$ cat config.mk
export PLATFORM = sky130hd
export DESIGN_NAME = pulse_capture_seq
export DESIGN_NICKNAME = d
export VERILOG_FILES = /design/src/rtl/pcs_pkg.sv /design/src/rtl/pcs_rst_sync.sv /design/src/rtl/pcs_sync.sv /design/src/rtl/pcs_edge.sv /design/src/rtl/pcs_capture_flags.sv /design/src/rtl/pcs_timeout.sv /design/src/rtl/pulse_capture_seq.sv
export SDC_FILE = /design/constraint.sdc
export NUM_CORES = 1
export LEC_CHECK = 0
export BUFFER_PORTS_ARGS = -buffer_cell sky130_fd_sc_hd__buf_2
export CAP_MARGIN = 20
export CORE_UTILIZATION = 51
export CTS_CLUSTER_SIZE = 28
export DETAILED_ROUTE_END_ITERATION = 10
export PLACE_DENSITY = 0.75
export SLEW_MARGIN = 40
export SYNTH_ARGS = -nofsm -noshare
export SYNTH_HDL_FRONTEND = slang
export SYNTH_HIERARCHICAL = 1
export SYNTH_SLANG_ARGS = --single-unit
$ cat constraint.sdc
create_clock -name clk -period 1.1 [get_ports clk]
set_clock_uncertainty 0.2 [all_clocks]
set_input_delay 0.055 -clock clk [delete_from_list [all_inputs] [get_ports clk]]
set_output_delay 0.055 -clock clk [all_outputs]
set_load 0.01 [all_outputs]
$ cat src/rtl/pcs_pkg.sv
package pcs_pkg;

  localparam int PCS_NUM_CMP = 3;

  typedef struct packed {
    logic done;
    logic pk;
    logic thr;
  } pcs_cmp_t;

  typedef enum logic [1:0] {
    CLR_NONE    = 2'd0,
    CLR_DONE    = 2'd1,
    CLR_TIMEOUT = 2'd2
  } pcs_clr_e;

endpackage

$ cat src/rtl/pcs_rst_sync.sv
module pcs_rst_sync (
  input  logic clk,
  input  logic rst_n,
  output logic rst_sync_n
);

  logic [1:0] rst_pipe_q;

  always_ff @(posedge clk or negedge rst_n) begin
    if (!rst_n) begin
      rst_pipe_q <= 2'b00;
    end else begin
      rst_pipe_q <= {rst_pipe_q[0], 1'b1};
    end
  end

  assign rst_sync_n = rst_pipe_q[1];

endmodule

$ cat src/rtl/pcs_sync.sv
module pcs_sync #(
  parameter int W      = 3,
  parameter int STAGES = 2
) (
  input  logic         clk,
  input  logic         rst_n,
  input  logic [W-1:0] d_i,
  output logic [W-1:0] q_o
);

  logic [W-1:0] stg_q [STAGES];

  always_ff @(posedge clk or negedge rst_n) begin
    if (!rst_n) begin
      for (int i = 0; i < STAGES; i++) begin
        stg_q[i] <= '0;
      end
    end else begin
      stg_q[0] <= d_i;
      for (int i = 1; i < STAGES; i++) begin
        stg_q[i] <= stg_q[i-1];
      end
    end
  end

  assign q_o = stg_q[STAGES-1];

endmodule

$ cat src/rtl/pcs_edge.sv
module pcs_edge #(
  parameter int W = 3
) (
  input  logic         clk,
  input  logic         rst_n,
  input  logic [W-1:0] lvl_i,
  output logic [W-1:0] rise_o
);

  logic [W-1:0] prev_q;

  always_ff @(posedge clk or negedge rst_n) begin
    if (!rst_n) begin
      prev_q <= '0;
    end else begin
      prev_q <= lvl_i;
    end
  end

  assign rise_o = lvl_i & ~prev_q;

endmodule

$ cat src/rtl/pcs_capture_flags.sv
module pcs_capture_flags (
  input  logic clk,
  input  logic rst_n,
  input  logic thr_rise_i,
  input  logic pk_rise_i,
  input  logic clr_i,
  output logic armed_o,
  output logic peak_o
);

  logic armed_q, armed_d;
  logic peak_q,  peak_d;

  always_comb begin
    armed_d = armed_q;
    peak_d  = peak_q;
    if (clr_i) begin
      armed_d = 1'b0;
      peak_d  = 1'b0;
    end else begin
      if (thr_rise_i) begin
        armed_d = 1'b1;
      end
      if (pk_rise_i && armed_q) begin
        peak_d = 1'b1;
      end
    end
  end

  always_ff @(posedge clk or negedge rst_n) begin
    if (!rst_n) begin
      armed_q <= 1'b0;
      peak_q  <= 1'b0;
    end else begin
      armed_q <= armed_d;
      peak_q  <= peak_d;
    end
  end

  assign armed_o = armed_q;
  assign peak_o  = peak_q;


  peak_needs_arm_chk: assert property (@(posedge clk) disable iff (!rst_n)
    $rose(peak_q) |-> $past(armed_q));

endmodule

$ cat src/rtl/pcs_timeout.sv
module pcs_timeout #(
  parameter int TO_W = 16
) (
  input  logic            clk,
  input  logic            rst_n,
  input  logic            run_i,
  input  logic [TO_W-1:0] lim_i,
  output logic            expire_o
);

  logic [TO_W-1:0] cnt_q, cnt_d;
  logic            cnt_en;

  assign cnt_en = run_i && (cnt_q != lim_i);

  always_comb begin
    cnt_d = cnt_q;
    if (!run_i) begin
      cnt_d = '0;
    end else if (cnt_en) begin
      cnt_d = cnt_q + 1'b1;
    end
  end

  always_ff @(posedge clk or negedge rst_n) begin
    if (!rst_n) begin
      cnt_q <= '0;
    end else begin
      cnt_q <= cnt_d;
    end
  end

  assign expire_o = run_i && (cnt_q == lim_i);


  window_bound_chk: assert property (@(posedge clk) disable iff (!rst_n)
    run_i |-> (cnt_q <= lim_i));

endmodule

$ cat src/rtl/pulse_capture_seq.sv
module pulse_capture_seq
  import pcs_pkg::*;
#(
  parameter int TO_W        = 16,
  parameter int SYNC_STAGES = 2
) (
  input  logic            clk,
  input  logic            rst_n,
  input  logic            thr_cmp_i,
  input  logic            pk_cmp_i,
  input  logic            conv_done_i,
  input  logic [TO_W-1:0] timeout_lim_i,
  output logic            track_o,
  output logic            conv_start_o,
  output logic            event_ok_o,
  output logic            timeout_sticky_o
);

  logic     rst_sync_n;
  pcs_cmp_t raw_vec, sync_vec, rise_vec;
  logic     armed, peak, expire;
  pcs_clr_e clr_cause;
  logic     clr;

  logic hold_n_q, hold_n_d;
  logic evt_q, evt_d;
  logic sticky_q, sticky_d;

  pcs_rst_sync u_rst_sync (
    .clk        (clk),
    .rst_n      (rst_n),
    .rst_sync_n (rst_sync_n)
  );

  assign raw_vec = '{done: conv_done_i, pk: pk_cmp_i, thr: thr_cmp_i};

  pcs_sync #(.W(PCS_NUM_CMP), .STAGES(SYNC_STAGES)) u_sync (
    .clk   (clk),
    .rst_n (rst_sync_n),
    .d_i   (raw_vec),
    .q_o   (sync_vec)
  );

  pcs_edge #(.W(PCS_NUM_CMP)) u_edge (
    .clk    (clk),
    .rst_n  (rst_sync_n),
    .lvl_i  (sync_vec),
    .rise_o (rise_vec)
  );

  pcs_capture_flags u_flags (
    .clk        (clk),
    .rst_n      (rst_sync_n),
    .thr_rise_i (rise_vec.thr),
    .pk_rise_i  (rise_vec.pk),
    .clr_i      (clr),
    .armed_o    (armed),
    .peak_o     (peak)
  );

  pcs_timeout #(.TO_W(TO_W)) u_timeout (
    .clk      (clk),
    .rst_n    (rst_sync_n),
    .run_i    (peak),
    .lim_i    (timeout_lim_i),
    .expire_o (expire)
  );

  // Clear arbitration: a completed conversion outranks the timeout.
  always_comb begin
    clr_cause = CLR_NONE;
    if (peak && rise_vec.done) begin
      clr_cause = CLR_DONE;
    end else if (expire) begin
      clr_cause = CLR_TIMEOUT;
    end
  end

  assign clr = (clr_cause != CLR_NONE);

  always_comb begin
    hold_n_d = ~peak;
    evt_d    = (clr_cause == CLR_DONE);
    sticky_d = sticky_q | (clr_cause == CLR_TIMEOUT);
  end

  always_ff @(posedge clk or negedge rst_sync_n) begin
    if (!rst_sync_n) begin
      hold_n_q <= 1'b1;
      evt_q    <= 1'b0;
      sticky_q <= 1'b0;
    end else begin
      hold_n_q <= hold_n_d;
      evt_q    <= evt_d;
      sticky_q <= sticky_d;
    end
  end

  assign track_o          = armed & ~peak;
  assign conv_start_o     = hold_n_q & peak;
  assign event_ok_o       = evt_q;
  assign timeout_sticky_o = sticky_q;


  start_single_chk: assert property (@(posedge clk) disable iff (!rst_sync_n)
    conv_start_o |=> !conv_start_o);


  start_in_hold_chk: assert property (@(posedge clk) disable iff (!rst_sync_n)
    conv_start_o |-> !track_o);


  event_after_peak_chk: assert property (@(posedge clk) disable iff (!rst_sync_n)
    event_ok_o |-> ($past(peak) && !peak));


  event_not_timeout_chk: assert property (@(posedge clk) disable iff (!rst_sync_n)
    event_ok_o |-> $stable(timeout_sticky_o));

endmodule

==> flow_summary.ini, run 1 <==
[yosys]
synth_top_area_cell = dfrtp_1
yosysTopAreaCellShare_pct = 45.3
synthFlopType = dfrtp_1
ys_seq_elements = 32
synth_area_leaders = dfrtp_1, o41ai_1, a31oi_1
async_reset_ff_share_pct = 100
synthDistinctLibCells = 41
synthesis.nets = 188
synth_cells = 166
synth_area_um2 = 1710
avgSynthCellArea_um2 = 10.3
yosys_warnings = 6
synth_edf_count = 0
ys_seq_area_share_pct = 46.8

[timing]
setup_tns_ps = -18210
finalMaxSlewViolations = 0
setup_ws_ps = -958
hold_viol = 0
rsz0062_at_grt = true
setup_viol = 23
min_period_over_period_pct = 187
max_freq_mhz = 486
period_minus_slack_ps = 2060

[pwr]
total_leakage_power_nw = 1.16
vdd.ir_drop.worst_v = 0.00116
powerDensity_nw_per_um2 = 1340

[worst_setup_path]
crit_start = u_timeout/cnt_q[14]
r2r_start = u_timeout/cnt_q[14]
endpoint_kind = flop
critPathLaunchType = flop
crit_type = reg -> reg
reg2regPathDepth = 6
critical_path_required_ps = 1130
cp_max_fo = 4
cp.arrival_ps = 2090

[status]
status = finished with violations
failed_checks = setup timing

[global_routing]
overflow = 0
antenna_found_initial = 0
grt_pass1_wl_um = 7850
grt_pass1_vias = 1673
grt_use_total_pct = 30.8
grt_max_degree = 18

[cells_and_area]
mostFrequentLayoutCells = buf_4, dfrtp_1, buf_2, a31oi_1, and3_1
multi_input_area_um2 = 898
fillers = 219
seq_area_um2 = 805
layout_commonest_cell = buf_4
nets = 258
drive_gt1_share_pct = 41.8
diodes = 0
finalNonFillerCells = 281
area_growth_pct = 38.2

[floorplan]
num_io_pins = 25
core_um2 = 3130
start_util_pct = 54.8
dieArea_um2 = 3600
rows = 20
die_h_um = 60.0
die_w_um = 60.0

[drt]
drc_errors = 0
routedWlPerCell_um = 17.2
wirelength_um = 4830
post_drt_via_cell_ratio = 6.01
antenna_left = 0
drt-initial-drc-count = 103
firstDrtPassIters = 5
num_vias = 1689

[clock_tree]
clk_path_buf_depth = 2
cts.clk_slew.worst_paths_ps = 100
cts_buffers = 5
htreeDepth = 2
insertion_delay_ps = 350
cts_root_buf = clkbuf_4
clock-sinks = 32
cts_tree = built

[hold_path]
holdCritPathClass = reg -> async

[placed_design]
dpl.hpwl_um = 3440
port-buffer-count = 24
place_congestion = 0.898
dp_cells = 264

[job]
drv_cap = 0
-- sequential cells by signal, indices dropped and copies added (netlist names) --
name and cells:
u_timeout/cnt_q 16, u_edge/prev_q 3, u_sync/q_o 3, u_sync/stg_q 3
u_rst_sync/rst_pipe_q 2, event_ok_o 1, hold_n_q 1, timeout_sticky_o 1
u_flags/armed_o 1, u_flags/peak_o 1
-- layout make-up --
cell class              count  share of cell area [%]
repair buffers             75                    23.1
well taps                  44                    2.32
clock buffers               7                    1.90
clock inverters             1                   0.211
multi-input cells         118                    37.9
inverters                   4                   0.634
flip-flops and latches     32                    33.9
-- per-layer routing --
metal	global-route usage, %	up-vias	part of all wire (%)
met1	37.5	819	38
met5	0	-	0
met3	8.23	15	8.4
met4	10.6	0	2.2
met2	52.5	97	52
li1	-	758	-
-- synth_stat cells, drive strengths merged, types with 5 or more instances --
| cell | number |
|---|---|
| o21ai | 6 |
| a31oi | 13 |
| xor2 | 8 |
| nand3 | 9 |
| buf | 7 |
| and3 | 12 |
| xnor2 | 8 |
| o41ai | 10 |
| clkbuf | 5 |
| nand2 | 11 |
| dfrtp | 31 |
-- critical path, cell delays in order (launching register included) --
cell,delay [ps]
dfrtp_1,410
xor2_1,180
or4_4,530
nor4_4,190
and2_4,220
buf_4,130
o21ai_1,90
-- report_power, final --
group | total, W | internal [W] | switching (W)
Clock | 0.000655 | 0.000249 | 0.000407
Sequential | 0.00141 | 0.00131 | 0.0000987
Combinational | 0.00112 | 0.000556 | 0.000562
Total | 0.00319 | 0.00212 | 0.00107
-- metrics by stage --
step                worst slack (ps)  total power [W]  instance area, um^2  hold slack [ps]  util [%]
floorplan                      -1090          0.00189                 1740             -441         -
global placement                -856          0.00227                 2160             -360      68.9
detailed placement              -917          0.00233                 2160             -353      68.9
CTS                             -924          0.00317                 2350             24.2      75.2
global route                   -1050          0.00336                 2370             42.0      75.8
finish                          -958          0.00319                 2370             15.0      75.8
-- timing repair --
item / in CTS / in global routing
hold buffers: 5 / 0
buffers inserted: 3 / 0
pin swaps: 2 / 0
resized for setup: 17 / 2
endpoints found under the setup margin: 23 / 24
gates cloned: 1 / 0
hold endpoints to repair: 5 / 0
-- worst paths after layout --
check	to	slack, ps
min reg2reg	u_timeout/cnt_q[4]	10
max in group asynchronous	u_rst_sync/rst_pipe_q[1]	220
min	u_timeout/cnt_q[4]	10
min in group clk	u_flags/peak_o	140
max reg2reg	u_timeout/cnt_q[15]	-960
max	u_timeout/cnt_q[15]	-960
-- cell families after synthesis --
kind of cell,after synthesis,synth area share [%]
and+or+nand+nor,66,25.2
AOI/OAI and AO/OA,34,13.9
DFF,32,46.8
xor gates and xnor gates,16,8.18
buffers and inverters,16,4.96
adders and majority gates,1,0.730
other,1,0.219
No activity file was read; power rests on OpenSTA's default activity.
==> inputs of run 2 (changes only) <==
SETUP_SLACK_MARGIN = 0.1   (was unset)
==> run 2 against run 1 <==
The flow still finishes with violations (setup timing). Non-clock buffer count is the same. Flip-flop and latch count is the same. Via count is the same.
==> flow_summary.ini, run 2 (synthesis results as in run 1) <==
[hold_path]
holdCritPathClass = reg -> async

[drt]
wirelength_um = 4830
antenna_left = 0
num_vias = 1689
firstDrtPassIters = 5
post_drt_via_cell_ratio = 6.01
drc_errors = 0
routedWlPerCell_um = 17.2
drt-initial-drc-count = 103

[status]
failed_checks = setup timing
status = finished with violations

[worst_setup_path]
endpoint_kind = flop
crit_type = reg -> reg
reg2regPathDepth = 6
critPathLaunchType = flop
critical_path_required_ps = 1130
cp.arrival_ps = 2090
cp_max_fo = 4

[clock_tree]
clk_path_buf_depth = 2
cts.clk_slew.worst_paths_ps = 100
htreeDepth = 2
cts_tree = built
clock-sinks = 32
insertion_delay_ps = 350
cts_buffers = 5
cts_root_buf = clkbuf_4

[placed_design]
pre_cts_slack_ps = -917
place_congestion = 0.898
port-buffer-count = 24
dp_cells = 264
dpl.hpwl_um = 3440
dpl_cell_area_um2 = 2160

[timing]
setup_viol = 23
finalMaxSlewViolations = 0
period_minus_slack_ps = 2060
holdWs_ps = 15.0
rsz0062_at_grt = true
min_period_over_period_pct = 187
max_freq_mhz = 486
hold_viol = 0
setup_ws_ps = -958

[cells_and_area]
largest_register = u_timeout/cnt_q
area_growth_pct = 38.2
largest_reg_flops = 16
layout_commonest_cell = buf_4
finalNonFillerCells = 281
nets = 258
diodes = 0
mostFrequentLayoutCells = buf_4, dfrtp_1, buf_2, a31oi_1, and3_1
fillers = 219
drive_gt1_share_pct = 41.8
design_area_um2 = 2370
final_util_pct = 75.8

[floorplan]
dieArea_um2 = 3600
rows = 20
core_um2 = 3130
num_io_pins = 25
die_w_um = 60.0
start_util_pct = 54.8
die_h_um = 60.0

[pwr]
vdd.ir_drop.worst_v = 0.00116
total_leakage_power_nw = 1.16
powerDensity_nw_per_um2 = 1340

[global_routing]
grt_max_degree = 18
grt_pass1_vias = 1675
antenna_found_initial = 0
overflow = 0
grt_use_total_pct = 30.8
grt_pass1_wl_um = 7850

[job]
drv_cap = 0
-- run 2: per-stage QoR --
| stage | setup TNS (ps) | power [W] |
|---|---|---|
| after CTS | -17880 | 0.00317 |
| after global placement | -15860 | 0.00227 |
| after global routing | -20020 | 0.00336 |
| after detailed placement | -16890 | 0.00233 |
| final | -18210 | 0.00319 |
| after floorplan | -18460 | 0.00189 |
-- run 2: worst max-delay path, stage by stage (launching register included) --
cell,delay (ps)
dfrtp_1,410
xor2_1,180
or4_4,530
nor4_4,190
and2_4,220
buf_4,130
o21ai_1,90
-- run 2: area by class of cell --
type	instances	area (um^2)	area share, %
Clock inverter	1	5.00	0.211
Inverter	4	15.0	0.634
Multi-Input combinational cell	118	898	37.9
Timing Repair Buffer	75	547	23.1
Sequential cell	32	805	33.9
Tap cell	44	55.1	2.32
Clock buffer	7	45.0	1.90
-- run 2: path summary, 6_finish.rpt --
check / end / from / slack (ps)
setup reg to reg: u_timeout/cnt_q[15] / u_timeout/cnt_q[14] / -960
min in group clk: u_flags/peak_o / timeout_lim_i[10] / 140
hold reg to reg: u_timeout/cnt_q[4] / u_rst_sync/rst_pipe_q[1] / 10
hold / removal: u_timeout/cnt_q[4] / u_rst_sync/rst_pipe_q[1] / 10
max in group asynchronous: u_rst_sync/rst_pipe_q[1] / rst_n / 220
setup / recovery: u_timeout/cnt_q[15] / u_timeout/cnt_q[14] / -960
-- run 2: routing by layer --
metal / vias up / track usage (%) / share of wire, %
met5: - / 0 / 0
met4: 0 / 10.6 / 2.2
met3: 15 / 8.23 / 8.4
met2: 97 / 52.5 / 52
met1: 819 / 37.5 / 38
li1: 758 / - / -
-- run 2: repair_timing --
item	CTS	global route
gates resized for setup	17	2
gates cloned	1	0
endpoints found under the hold margin	5	0
setup endpoints to repair	24	24
pin swaps	2	0
buffers inserted	3	0
hold buffers	5	0
-- run 2: report_power, final --
group          switching, W  leakage, nW  internal, W
Sequential        0.0000987        0.408      0.00131
Combinational      0.000562        0.723     0.000556
Clock              0.000407       0.0293     0.000249
==> inputs of run 3 (changes only) <==
CORE_MARGIN = 5   (was unset)
==> run 3 against run 2 <==
The flow finishes with violations (hold timing, setup timing). Worst hold slack worse by 34 ps. Worst setup slack lost 38 ps. Clock power increased by 39%. Sequential power barely moved. Critical endpoint is now u_timeout/cnt_q[12]. Largest power group unchanged.
==> flow_summary.ini, run 3 (synthesis results as in run 1) <==
[timing]
period_minus_slack_ps = 2100
setup_viol = 23
rsz0062_at_grt = true
min_period_over_period_pct = 191
setup_ws_ps = -997
finalMaxSlewViolations = 0
hold_viol = 13
max_freq_mhz = 477
holdWs_ps = -19.3

[placed_design]
dpl.hpwl_um = 3350
port-buffer-count = 24
place_congestion = 0.867
pre_cts_slack_ps = -980

[worst_setup_path]
path_cells = xor2_1 > or4_4 > nor4_4 > and2_4 > buf_6 > o41ai_2
critPathLaunchType = flop
cp_max_fo = 5
cp_slowest_cell = or4_4
cp.depth = 6
cpPeakStageDelay_ps = 560
cp.arrival_ps = 2120
crit_family = simple AND/OR/NAND/NOR gates
critical_path_required_ps = 1130
endpoint_kind = flop
crit_type = reg -> reg
reg2regPathDepth = 6
crit_buf_inv = 1

[global_routing]
grt_pass1_vias = 1791
grt_max_degree = 19
antenna_found_initial = 0
grt_pass1_wl_um = 8560
overflow = 0
grt_use_total_pct = 25.2

[pwr]
powerDensity_nw_per_um2 = 1380
vdd.ir_drop.worst_v = 0.000795
total_leakage_power_nw = 1.25

[drt]
drc_errors = 0
post_drt_via_cell_ratio = 6.09
wirelength_um = 5260
num_vias = 1749
firstDrtPassIters = 4
routedWlPerCell_um = 18.3
drt-initial-drc-count = 125
antenna_left = 0

[status]
failed_checks = hold timing, setup timing
status = finished with violations

[floorplan]
num_io_pins = 25
dieArea_um2 = 4620
start_util_pct = 52.2
die_w_um = 68.0
die_h_um = 68.0
core_um2 = 3280
rows = 21

[clock_tree]
clk_path_buf_depth = 2
cts_root_buf = clkbuf_4
htreeDepth = 2
clock-sinks = 32
cts_tree = built
insertion_delay_ps = 350
cts_buffers = 5
cts.clk_slew.worst_paths_ps = 110

[job]
drv_cap = 0

[cells_and_area]
drive_gt1_share_pct = 49.8
largest_register = u_timeout/cnt_q
area_growth_pct = 48.2
fillers = 195
layout_commonest_cell = buf_4
mostFrequentLayoutCells = buf_4, dfrtp_1, buf_2, a31oi_1, and3_1
diodes = 0
nets = 262
largest_reg_flops = 16

[hold_path]
holdCritPathClass = reg -> async
run 3: cell count changes in the layout (fill, tap and decap cells not counted), moves of 3 or more:
cell,previous run,this run
o41ai_1,8,2
o41ai_2,2,8
dfrtp_1,29,26
dfrtp_2,2,5
o21ai_1,5,2
o21ai_2,1,4
run 3: what timing repair did:
item                                    in CTS  in global routing
pin swaps                                   12                  4
hold endpoints to repair                    18                  0
setup buffers                                6                  1
hold buffers                                 5                  0
endpoints found under the setup margin      24                 24
gates resized for setup                     28                  8
run 3: cell type report:
type | instances | area, um^2 | share of cell area, %
multi-input combinational | 118 | 985 | 38.7
tap | 46 | 57.6 | 2.26
timing repair buffer | 79 | 599 | 23.6
clock buffer | 6 | 41.3 | 1.62
sequential | 32 | 808 | 31.8
inverter | 4 | 15.0 | 0.591
clock inverter | 2 | 35.0 | 1.38
run 3: where the power goes:
group / internal [W] / total [W] / leakage (nW) / switching [W]
combinational: 0.000560 / 0.00117 / 0.806 / 0.000610
clock: 0.000476 / 0.000912 / 0.0422 / 0.000436
sequential: 0.00131 / 0.00143 / 0.402 / 0.000116
total: 0.00235 / 0.00351 / 1.25 / 0.00116
run 3: metal layers:
metal / track usage, % / part of all wire [%] / wire length [um] / up-vias
met5: 0 / 0 / 0 / -
met3: 7.22 / 7.8 / 408 / 23
li1: - / - / - / 759
met1: 28.6 / 37 / 1930 / 863
met2: 43.4 / 53 / 2770 / 104
met4: 11.9 / 2.9 / 155 / 0
run 3: path summary, 6_finish.rpt:
path / startpoint / endpoint / slack, ps
hold reg to reg: u_rst_sync/rst_pipe_q[1] / u_edge/prev_q[0] / -20
max in group asynchronous: rst_n / u_rst_sync/rst_pipe_q[1] / 160
hold / removal: u_rst_sync/rst_pipe_q[1] / u_edge/prev_q[0] / -20
setup / recovery: u_timeout/cnt_q[0] / u_timeout/cnt_q[12] / -1000
min in group clk: thr_cmp_i / u_sync/stg_q[3] / 150
setup reg to reg: u_timeout/cnt_q[0] / u_timeout/cnt_q[12] / -1000
run 3: through the flow:
stage               cells  instance area (um^2)  TNS [ps]  utilization [%]  power, W
floorplan             166                  1740    -18460                -   0.00189
global placement      267                  2180    -15770             66.3   0.00229
detailed placement    267                  2180    -17720             66.3   0.00236
CTS                   286                  2490    -17960             76.0   0.00341
global route          287                  2540    -19620             77.4   0.00367
finish                287                  2540    -18900             77.4   0.00351
